<file path="config.mk">
export PLATFORM = sky130hd
export DESIGN_NAME = irq_gather
export DESIGN_NICKNAME = d
export VERILOG_FILES = /design/src/rtl/irqg_pkg.sv /design/src/rtl/irqg_pending_bank.sv /design/src/rtl/irqg_enable_reg.sv /design/src/rtl/irqg_first_pick.sv /design/src/rtl/irq_gather.sv
export SDC_FILE = /design/constraint.sdc
export NUM_CORES = 1
export LEC_CHECK = 0
export BUFFER_PORTS_ARGS = -buffer_cell sky130_fd_sc_hd__buf_2
export CAP_MARGIN = 40
export CORE_MARGIN = 2
export CORE_UTILIZATION = 52
export CTS_CLUSTER_DIAMETER = 50
export DETAILED_ROUTE_END_ITERATION = 10
export HOLD_SLACK_MARGIN = 0.05
export PLACE_DENSITY = 0.8
export SLEW_MARGIN = 0
export SYNTH_ARGS = -nofsm -noshare
export SYNTH_HDL_FRONTEND = slang
export SYNTH_SLANG_ARGS = --single-unit
</file>
<file path="constraint.sdc">
create_clock -name clk -period 2.7 [get_ports clk]
set_input_delay 0.54 -clock clk [delete_from_list [all_inputs] [get_ports clk]]
set_output_delay 0.54 -clock clk [all_outputs]
set_load 0.05 [all_outputs]
</file>
<file path="src/rtl/irqg_pkg.sv">
`timescale 1ns/1ps
package irqg_pkg;
    localparam int unsigned WORD_W = 32;
    localparam int unsigned ADDR_W = 4;

    localparam logic [ADDR_W-1:0] OFS_PENDING  = 4'h0;
    localparam logic [ADDR_W-1:0] OFS_ENABLE   = 4'h4;
    localparam logic [ADDR_W-1:0] OFS_DISPATCH = 4'h8;

    localparam int unsigned VALID_BIT = WORD_W - 1;

    typedef struct packed {
        logic              wr;
        logic [ADDR_W-1:0] addr;
        logic [WORD_W-1:0] wdata;
    } reg_req_t;
endpackage

</file>
<file path="src/rtl/irqg_pending_bank.sv">
`timescale 1ns/1ps
module irqg_pending_bank #(
    parameter int unsigned NUM_SRC = 32
) (
    input  logic               clk,
    input  logic               rst_n,
    input  logic [NUM_SRC-1:0] req_i,
    input  logic [NUM_SRC-1:0] ack_i,
    output logic [NUM_SRC-1:0] pend_o
);
    logic [NUM_SRC-1:0] pend_d, pend_q;

    always_comb begin
        // a live request outranks an acknowledge of the same bit
        pend_d = (pend_q & ~ack_i) | req_i;
    end

    always_ff @(posedge clk or negedge rst_n) begin
        if (!rst_n) pend_q <= '0;
        else        pend_q <= pend_d;
    end

    assign pend_o = pend_q;

    p_req_captured_r2: assert property (@(posedge clk) disable iff (!rst_n)
        (req_i != '0) |=> ((pend_q & $past(req_i)) == $past(req_i)));

    p_ack_clears_r4: assert property (@(posedge clk) disable iff (!rst_n)
        (ack_i != '0) |=> ((pend_q & $past(ack_i & ~req_i)) == '0));

    p_zero_ack_holds_r4: assert property (@(posedge clk) disable iff (!rst_n)
        (ack_i == '0) |=> ((pend_q & $past(pend_q)) == $past(pend_q)));
endmodule

</file>
<file path="src/rtl/irqg_enable_reg.sv">
`timescale 1ns/1ps
module irqg_enable_reg #(
    parameter int unsigned NUM_SRC = 32
) (
    input  logic               clk,
    input  logic               rst_n,
    input  logic               wr_i,
    input  logic [NUM_SRC-1:0] wdata_i,
    output logic [NUM_SRC-1:0] en_o
);
    logic [NUM_SRC-1:0] en_d, en_q;

    always_comb begin
        en_d = en_q;
        if (wr_i) en_d = wdata_i;
    end

    always_ff @(posedge clk or negedge rst_n) begin
        if (!rst_n) en_q <= '0;
        else        en_q <= en_d;
    end

    assign en_o = en_q;

    p_enable_write_r3: assert property (@(posedge clk) disable iff (!rst_n)
        wr_i |=> (en_q == $past(wdata_i)));

    p_enable_idle_r10: assert property (@(posedge clk) disable iff (!rst_n)
        !wr_i |=> $stable(en_q));
endmodule

</file>
<file path="src/rtl/irqg_first_pick.sv">
`timescale 1ns/1ps
module irqg_first_pick #(
    parameter int unsigned NUM_SRC = 32,
    localparam int unsigned IDX_W  = (NUM_SRC > 1) ? $clog2(NUM_SRC) : 1
) (
    input  logic [NUM_SRC-1:0] active_i,
    output logic               valid_o,
    output logic [IDX_W-1:0]   idx_o
);
    always_comb begin
        valid_o = 1'b0;
        idx_o   = '0;
        // walk downward so the lowest set bit is the last one written
        for (int i = NUM_SRC - 1; i >= 0; i--) begin
            if (active_i[i]) begin
                valid_o = 1'b1;
                idx_o   = IDX_W'(i);
            end
        end
    end
endmodule

</file>
<file path="src/rtl/irq_gather.sv">
`timescale 1ns/1ps
module irq_gather
    import irqg_pkg::*;
#(
    parameter int unsigned NUM_SRC = 32,
    localparam int unsigned IDX_W  = (NUM_SRC > 1) ? $clog2(NUM_SRC) : 1
) (
    input  logic               clk,
    input  logic               rst_n,
    input  logic [NUM_SRC-1:0] src_req,
    input  logic               bus_wr,
    input  logic [ADDR_W-1:0]  bus_addr,
    input  logic [WORD_W-1:0]  bus_wdata,
    output logic [WORD_W-1:0]  bus_rdata,
    output logic               irq_out
);
    typedef struct packed {
        logic irq;
    } line_state_t;

    reg_req_t           req_w;
    logic [NUM_SRC-1:0] ack_w, pend_w, en_w, active_w;
    logic               en_wr_w;
    logic               pick_valid_w;
    logic [IDX_W-1:0]   pick_idx_w;
    line_state_t        st_d, st_q;

    assign req_w = '{wr: bus_wr, addr: bus_addr, wdata: bus_wdata};

    always_comb begin
        ack_w   = '0;
        en_wr_w = 1'b0;
        if (req_w.wr && req_w.addr == OFS_PENDING) ack_w   = req_w.wdata[NUM_SRC-1:0];
        if (req_w.wr && req_w.addr == OFS_ENABLE)  en_wr_w = 1'b1;
    end

    irqg_pending_bank #(.NUM_SRC(NUM_SRC)) u_pending (
        .clk    (clk),
        .rst_n  (rst_n),
        .req_i  (src_req),
        .ack_i  (ack_w),
        .pend_o (pend_w)
    );

    irqg_enable_reg #(.NUM_SRC(NUM_SRC)) u_enable (
        .clk     (clk),
        .rst_n   (rst_n),
        .wr_i    (en_wr_w),
        .wdata_i (req_w.wdata[NUM_SRC-1:0]),
        .en_o    (en_w)
    );

    assign active_w = pend_w & en_w;

    irqg_first_pick #(.NUM_SRC(NUM_SRC)) u_pick (
        .active_i (active_w),
        .valid_o  (pick_valid_w),
        .idx_o    (pick_idx_w)
    );

    always_comb begin
        st_d     = st_q;
        st_d.irq = |active_w;
    end

    always_ff @(posedge clk or negedge rst_n) begin
        if (!rst_n) st_q <= '0;
        else        st_q <= st_d;
    end

    assign irq_out = st_q.irq;

    always_comb begin
        bus_rdata = '0;
        case (req_w.addr)
            OFS_PENDING:  bus_rdata[NUM_SRC-1:0] = pend_w;
            OFS_ENABLE:   bus_rdata[NUM_SRC-1:0] = en_w;
            OFS_DISPATCH: begin
                bus_rdata[VALID_BIT]   = pick_valid_w;
                bus_rdata[IDX_W-1:0]   = pick_idx_w;
            end
            default:      bus_rdata = '0;
        endcase
    end

    // checker view: bits below the reported index
    logic [NUM_SRC-1:0] below_pick_w;
    assign below_pick_w = (NUM_SRC'(1) << pick_idx_w) - NUM_SRC'(1);

    p_line_follows_r6: assert property (@(posedge clk) disable iff (!rst_n)
        1'b1 |=> (irq_out == $past(|(pend_w & en_w))));

    p_pick_is_lowest_r7: assert property (@(posedge clk) disable iff (!rst_n)
        pick_valid_w |-> (active_w[pick_idx_w] && ((active_w & below_pick_w) == '0)));

    p_none_pending_r8: assert property (@(posedge clk) disable iff (!rst_n)
        !pick_valid_w |-> (active_w == '0));

    p_quiet_when_disabled_r9: assert property (@(posedge clk) disable iff (!rst_n)
        (en_w == '0) |=> !irq_out);
endmodule

</file>
==> results of run 1 <==
==> report_power, final <==
part | total (mW) | switching, mW | leakage (nW) | internal (mW)
clock network | 0.849 | 0.397 | 0.0985 | 0.452
logic | 0.751 | 0.394 | 1.29 | 0.357
registers | 1.24 | 0.153 | 0.684 | 1.09
==> kinds of logic (layout without fill, tap and decap cells) <==
kind of cell           after synthesis  in the layout
DFF                                 65             65
and+or+nand+nor                    102            102
muxes                               63             63
buffers and inverters               15            145
AOI/OAI and AO/OA                   86             86
==> sequential cells by signal (all words and copies together) (netlist names) <==
signal	cells
u_enable.en_o	32
irq_out	1
u_pending.pend_o	32
==> stage by stage <==
stage | hold WS [ps] | setup WS, ps
2_1_floorplan | 244 | 2.56
6_report | 191 | 0.274
3_3_place_gp | 506 | 103
5_1_grt | 217 | -50.7
4_1_cts | 193 | 2.34
3_5_place_dp | 518 | 78.1
==> what timing repair did <==
action,CTS,global route
setup endpoints to repair,3,4
setup buffers,5,6
pin swaps,3,10
resized for setup,11,11
==> layout make-up <==
cell class / instances / area, um2
clock inverter: 6 / 67.6
fill: 493 / 1880
multi-input combinational: 251 / 1880
tap: 77 / 96.3
inverter: 2 / 7.51
sequential: 65 / 1630
clock buffer: 10 / 138
timing repair buffer: 127 / 726
==> worst reg2reg max path: stages (launching register included) <==
cell and delay [ps]:
dfrtp_1 400, a22o_1 280, a221oi_4 220, nand4_2 140
or4_4 450
==> placed cells by master, fill, tap and decap left out, types with 7 or more instances in the layout <==
| cell | n |
|---|---|
| buf_2 | 99 |
| dfrtp_1 | 64 |
| nand2_1 | 53 |
| a21o_1 | 32 |
| mux2i_1 | 31 |
| nor2_1 | 30 |
| mux2_1 | 30 |
| buf_4 | 23 |
| a22oi_2 | 12 |
| clkbuf_8 | 10 |
| a21oi_1 | 7 |
==> layer usage <==
metal | global-route usage (%) | vias to the layer above | routed length, um
li1 | - | 1467 | -
met1 | 31.8 | 1517 | 3850
met2 | 43.4 | 141 | 4570
met3 | 7.31 | 15 | 653
met4 | 6.78 | 0 | 119
met5 | 0 | - | 0
==> worst paths after layout <==
check | end | cells after the start | start
max reg2reg | irq_out | 4 | u_enable.en_o[7]
min | u_pending.pend_o[10] | 1 | rst_n
max in group asynchronous | u_pending.pend_o[21] | 2 | rst_n
min reg2reg | u_enable.en_o[15] | 1 | u_enable.en_o[15]
max | bus_rdata[31] | 6 | u_enable.en_o[7]
min in group clk | u_pending.pend_o[31] | 2 | src_req[31]
==> impl_metrics.env, run 1 <==
export IMPL_viasPerCell=5.84
export IMPL_cts_tree="built"
export IMPL_yosys_area_share_simple_pct=13.4
export IMPL_critical_path_endpoint_type="output port"
export IMPL_ioPinCount=104
export IMPL_cts_sinks=65
export IMPL_grt_remaining_overflow=0
export IMPL_synth_edff_count=0
export IMPL_seq_area_frac_synth_pct=46.6
export IMPL_final_core_util_pct=70.7
export IMPL_crit_path_max_fanout=2
export IMPL_synthDominantCellAreaShare_pct=46.6
export IMPL_antenna_cells=0
export IMPL_cts_buffers=9
export IMPL_cap_violations=0
export IMPL_num_rows=29
export IMPL_clk_latency_ps=350
export IMPL_path_cells="a22o_1, a221oi_4, nand4_2, or4_4, o2bb2ai_2, buf_6"
export IMPL_num_vias=3140
export IMPL_status="finished, final reports clean"
export IMPL_cts_hold_buf=0
export IMPL_hp_class="input pin to async pin"
export IMPL_critical_path_top_delay_family="compound AO/OA/AOI/OAI gates"
export IMPL_stdcell_count=538
export IMPL_synth_most_common_cell="dfrtp_1"
export IMPL_yosys_area_top_type="dfrtp_1"
export IMPL_maxSlewViolCount=0
export IMPL_finalHoldViolations=0
export IMPL_yosysWarnings=0
export IMPL_syn_to_final_growth_pct=30.1
export IMPL_rsz0062_at_grt="yes"
export IMPL_layout_drive_gt1_share_pct=36.4
export IMPL_slowest_stage="or4_4"
export IMPL_die_w_um=85.9
export IMPL_cts_buffer_depth=2
export IMPL_synthAdderAreaFrac_pct=0
export IMPL_syn_area_mm2=0.00349
export IMPL_power_density_mw_per_mm2=626
export IMPL_async_reset_ff_share_pct=100
export IMPL_cts_clk_slew_worst_paths_ps=70
export IMPL_die_area_mm2=0.00738
export IMPL_ys_seq_elements=65
export IMPL_slew_limit_headroom_pct=59.9
export IMPL_critPathLaunchType="register"
export IMPL_power_total_mw=2.84
export IMPL_drc_errors=0
export IMPL_synth_fp_nets=402
export IMPL_placed_cell_area_mm2=0.00417
export IMPL_arrival_ps=2160
export IMPL_syn_inst=331
export IMPL_drt_iter0_drc=171
export IMPL_start_util_pct=54.4
export IMPL_period_share_pct=100
export IMPL_tightest_slew_ps=602
export IMPL_max_stage_delay_ps=450
export IMPL_synthFlopType="dfrtp_1"
export IMPL_final_cell_area_mm2=0.00454
export IMPL_grt_pass1_vias=3079
export IMPL_ys_types=44
export IMPL_fin_crit_ps=2700
export IMPL_timing_worst_setup_path_type="register to output port"
export IMPL_io_buffer_count=103
export IMPL_synth_xor_area_share_pct=0
export IMPL_vdd_drop_max_uv=350
export IMPL_syn_avg_cell_area_um2=10.5
export IMPL_cp_required_ps=2160
export IMPL_wl_per_cell_um=17.1
export IMPL_synth_top_family_by_area="multiplexers"
export IMPL_coreArea_mm2=0.00642
export IMPL_drt_pass1_iterations=5
export IMPL_grt_pass1_wl_um=14800
export IMPL_critical_path_buf_inv_count=1
export IMPL_antenna_found_initial=0
export IMPL_grt_usage_pct=25.5
export IMPL_nets=527
export IMPL_grt_max_degree=44
export IMPL_dp_cells=511
export IMPL_setup_viol_count_final=0
export IMPL_r2r_slack_ps=1070
export IMPL_worst_clock_skew_ps=6.12
export IMPL_routed_wl_um=9200
export IMPL_tns_ps=0
export IMPL_place_gp_congestion=0.921
export IMPL_synth_compound_area_share_pct=18.9
export IMPL_synth_area_leaders="dfrtp_1 47%, mux2_1 9.7%, mux2i_1 8.9%"
export IMPL_synth_commonest_cells="65 x dfrtp_1, 53 x nand2_1, 32 x a21o_1"
export IMPL_htreeDepth=3
export IMPL_fmax_ghz=0.370
export IMPL_dp_hpwl_um=6540
export IMPL_die_h_um=85.9
export IMPL_p_leak_nw=2.08
export IMPL_ctsRootBufferMaster="clkbuf_8"
export IMPL_synthMuxAreaShare_pct=19.2
export IMPL_ant_nets=0
Power figures use the tool's default switching activity.
==> inputs of run 2 (changes only) <==
CORE_UTILIZATION = 56   (was 52)
PLACE_DENSITY = 0.86   (was 0.8)
clock period = 3.3 ns   (was 2.7 ns; I/O delays follow)
==> impl_metrics.env, run 2 (synthesized netlist as in run 1, its figures left out) <==
export IMPL_antenna_found_initial=0
export IMPL_clk_latency_ps=340
export IMPL_seqPwrFrac_pct=48.1
export IMPL_grt_remaining_overflow=0
export IMPL_layout_common_cells="103 x buf_2, 65 x dfrtp_1, 53 x nand2_1, 32 x a21o_1, 31 x mux2i_1"
export IMPL_fmax_ghz=0.331
export IMPL_cp_startpoint="u_pending.pend_o[7]"
export IMPL_slew_limit_headroom_pct=45.9
export IMPL_cp_required_ps=2640
export IMPL_status="finished, final reports clean"
export IMPL_critical_path_endpoint_type="output port"
export IMPL_cts_buffers=9
export IMPL_rsz0062_at_grt="no"
export IMPL_ctsRootBufferMaster="clkbuf_8"
export IMPL_crit_path_max_fanout=5
export IMPL_drt_pass1_iterations=4
export IMPL_fin_crit_ps=3020
export IMPL_cap_violations=0
export IMPL_cts_resized_gates=0
export IMPL_fillers=474
export IMPL_placed_cell_area_mm2=0.00409
export IMPL_multi_input_area_mm2=0.00180
export IMPL_hold_slack_ps=492
export IMPL_hp_class="input pin to async pin"
export IMPL_r2r_start="u_pending.pend_o[7]"
export IMPL_pwr_share_clk_pct=26.4
export IMPL_start_util_pct=58.6
export IMPL_p_int_mw=1.41
export IMPL_grt_pass1_wl_um=14500
export IMPL_die_w_um=83.0
export IMPL_swShare_pct=32.7
export IMPL_cts_hold_buf=0
export IMPL_r2r_slack_ps=1510
export IMPL_maxSlewViolCount=0
export IMPL_ant_nets=0
export IMPL_tightest_slew_ps=811
export IMPL_power_density_mw_per_mm2=492
export IMPL_vdd_drop_max_uv=334
export IMPL_cts_buffer_depth=2
export IMPL_ioPinCount=104
export IMPL_place_gp_congestion=0.809
export IMPL_layout_drive_gt1_share_pct=29.3
export IMPL_r2r_end="irq_out"
export IMPL_antenna_cells=0
export IMPL_io_buffer_count=103
export IMPL_p_switching_mw=0.683
export IMPL_coreArea_mm2=0.00596
export IMPL_grt_max_degree=66
export IMPL_viasPerCell=5.88
export IMPL_comb_power_share_pct=25.5
export IMPL_dp_hpwl_um=6380
export IMPL_grt_usage_pct=26.2
export IMPL_num_rows=28
export IMPL_drt_iter0_drc=183
export IMPL_grt_pass1_vias=3167
export IMPL_worst_clock_skew_ps=5.96
export IMPL_wl_per_cell_um=16.7
export IMPL_routed_wl_um=8590
export IMPL_die_h_um=83.0
export IMPL_num_vias=3026
export IMPL_finalHoldViolations=0
export IMPL_tns_ps=0
export IMPL_drc_errors=0
export IMPL_final_cell_area_mm2=0.00424
export IMPL_critPathLaunchType="register"
export IMPL_die_area_mm2=0.00688
export IMPL_setup_viol_count_final=0
export IMPL_worst_r2r_cell_count=4
export IMPL_nets=509
export IMPL_cts_clk_slew_worst_paths_ps=60
export IMPL_syn_to_final_growth_pct=21.5
export IMPL_timing_worst_setup_path_type="register to output port"
export IMPL_cts_sinks=65
export IMPL_htreeDepth=3
export IMPL_cts_tree="built"
export IMPL_postCtsSetupRepairBufs=0
export IMPL_seq_area_mm2=0.00163
export IMPL_period_share_pct=91.4
export IMPL_layout_commonest_cell="buf_2"
export IMPL_arrival_ps=2360
export IMPL_p_leak_nw=1.96
==> run 2: cell types whose count changed in the layout (fill, tap and decap cells not counted), sizes merged <==
cell / previous run / this run
clkinvlp: 2 / 0
bufinv: 1 / 0
buf: 125 / 109
clkinv: 3 / 1
==> run 2: per-layer routing <==
metal	GRT usage [%]	routed length (um)
met5	0	0
met4	9.24	141
met3	6.36	470
met2	44.6	4230
met1	32.7	3740
==> run 2: worst max-delay path by stage <==
stage | endpoint | slack [ps] | cells after the start
after detailed placement | bus_rdata[4] | 380 | 7
final | bus_rdata[31] | 280 | 6
after CTS | bus_rdata[31] | 290 | 6
after global placement | bus_rdata[4] | 410 | 7
after global routing | bus_rdata[31] | 200 | 6
after floorplan | bus_rdata[0] | 60 | 6
==> run 2: layout make-up <==
type                            count  area share, %
Multi-Input combinational cell    251           42.5
Sequential cell                    65           38.3
Timing Repair Buffer              109           13.2
Clock buffer                       12           3.42
Tap cell                           75           2.21
Inverter                            2          0.177
Clock inverter                      1          0.118
==> run 2: metrics by stage <==
stage	std cells	power, mW	worst slack, ps	utilization (%)
floorplan	331	1.37	56.3	-
global placement	502	1.52	408	68.7
detailed placement	502	1.55	383	68.7
CTS	515	2.10	288	71.2
global route	515	2.20	201	71.2
finish	515	2.09	283	71.2
==> run 2: critical path, stage by stage (launching register included) <==
cell and delay (ps):
dfrtp_1 440, a22o_1 300, a221oi_4 250, nand4_2 140
or4_4 510, o2bb2ai_1 140, buf_2 230
==> run 2: power by group through the flow <==
stage,combinational (mW),clock [mW],sequential [mW]
after global routing,0.585,0.598,1.02
after detailed placement,0.530,0,1.02
after floorplan,0.384,0,0.987
final,0.533,0.552,1.01
after global placement,0.516,0,1.01
after CTS,0.533,0.563,1.00
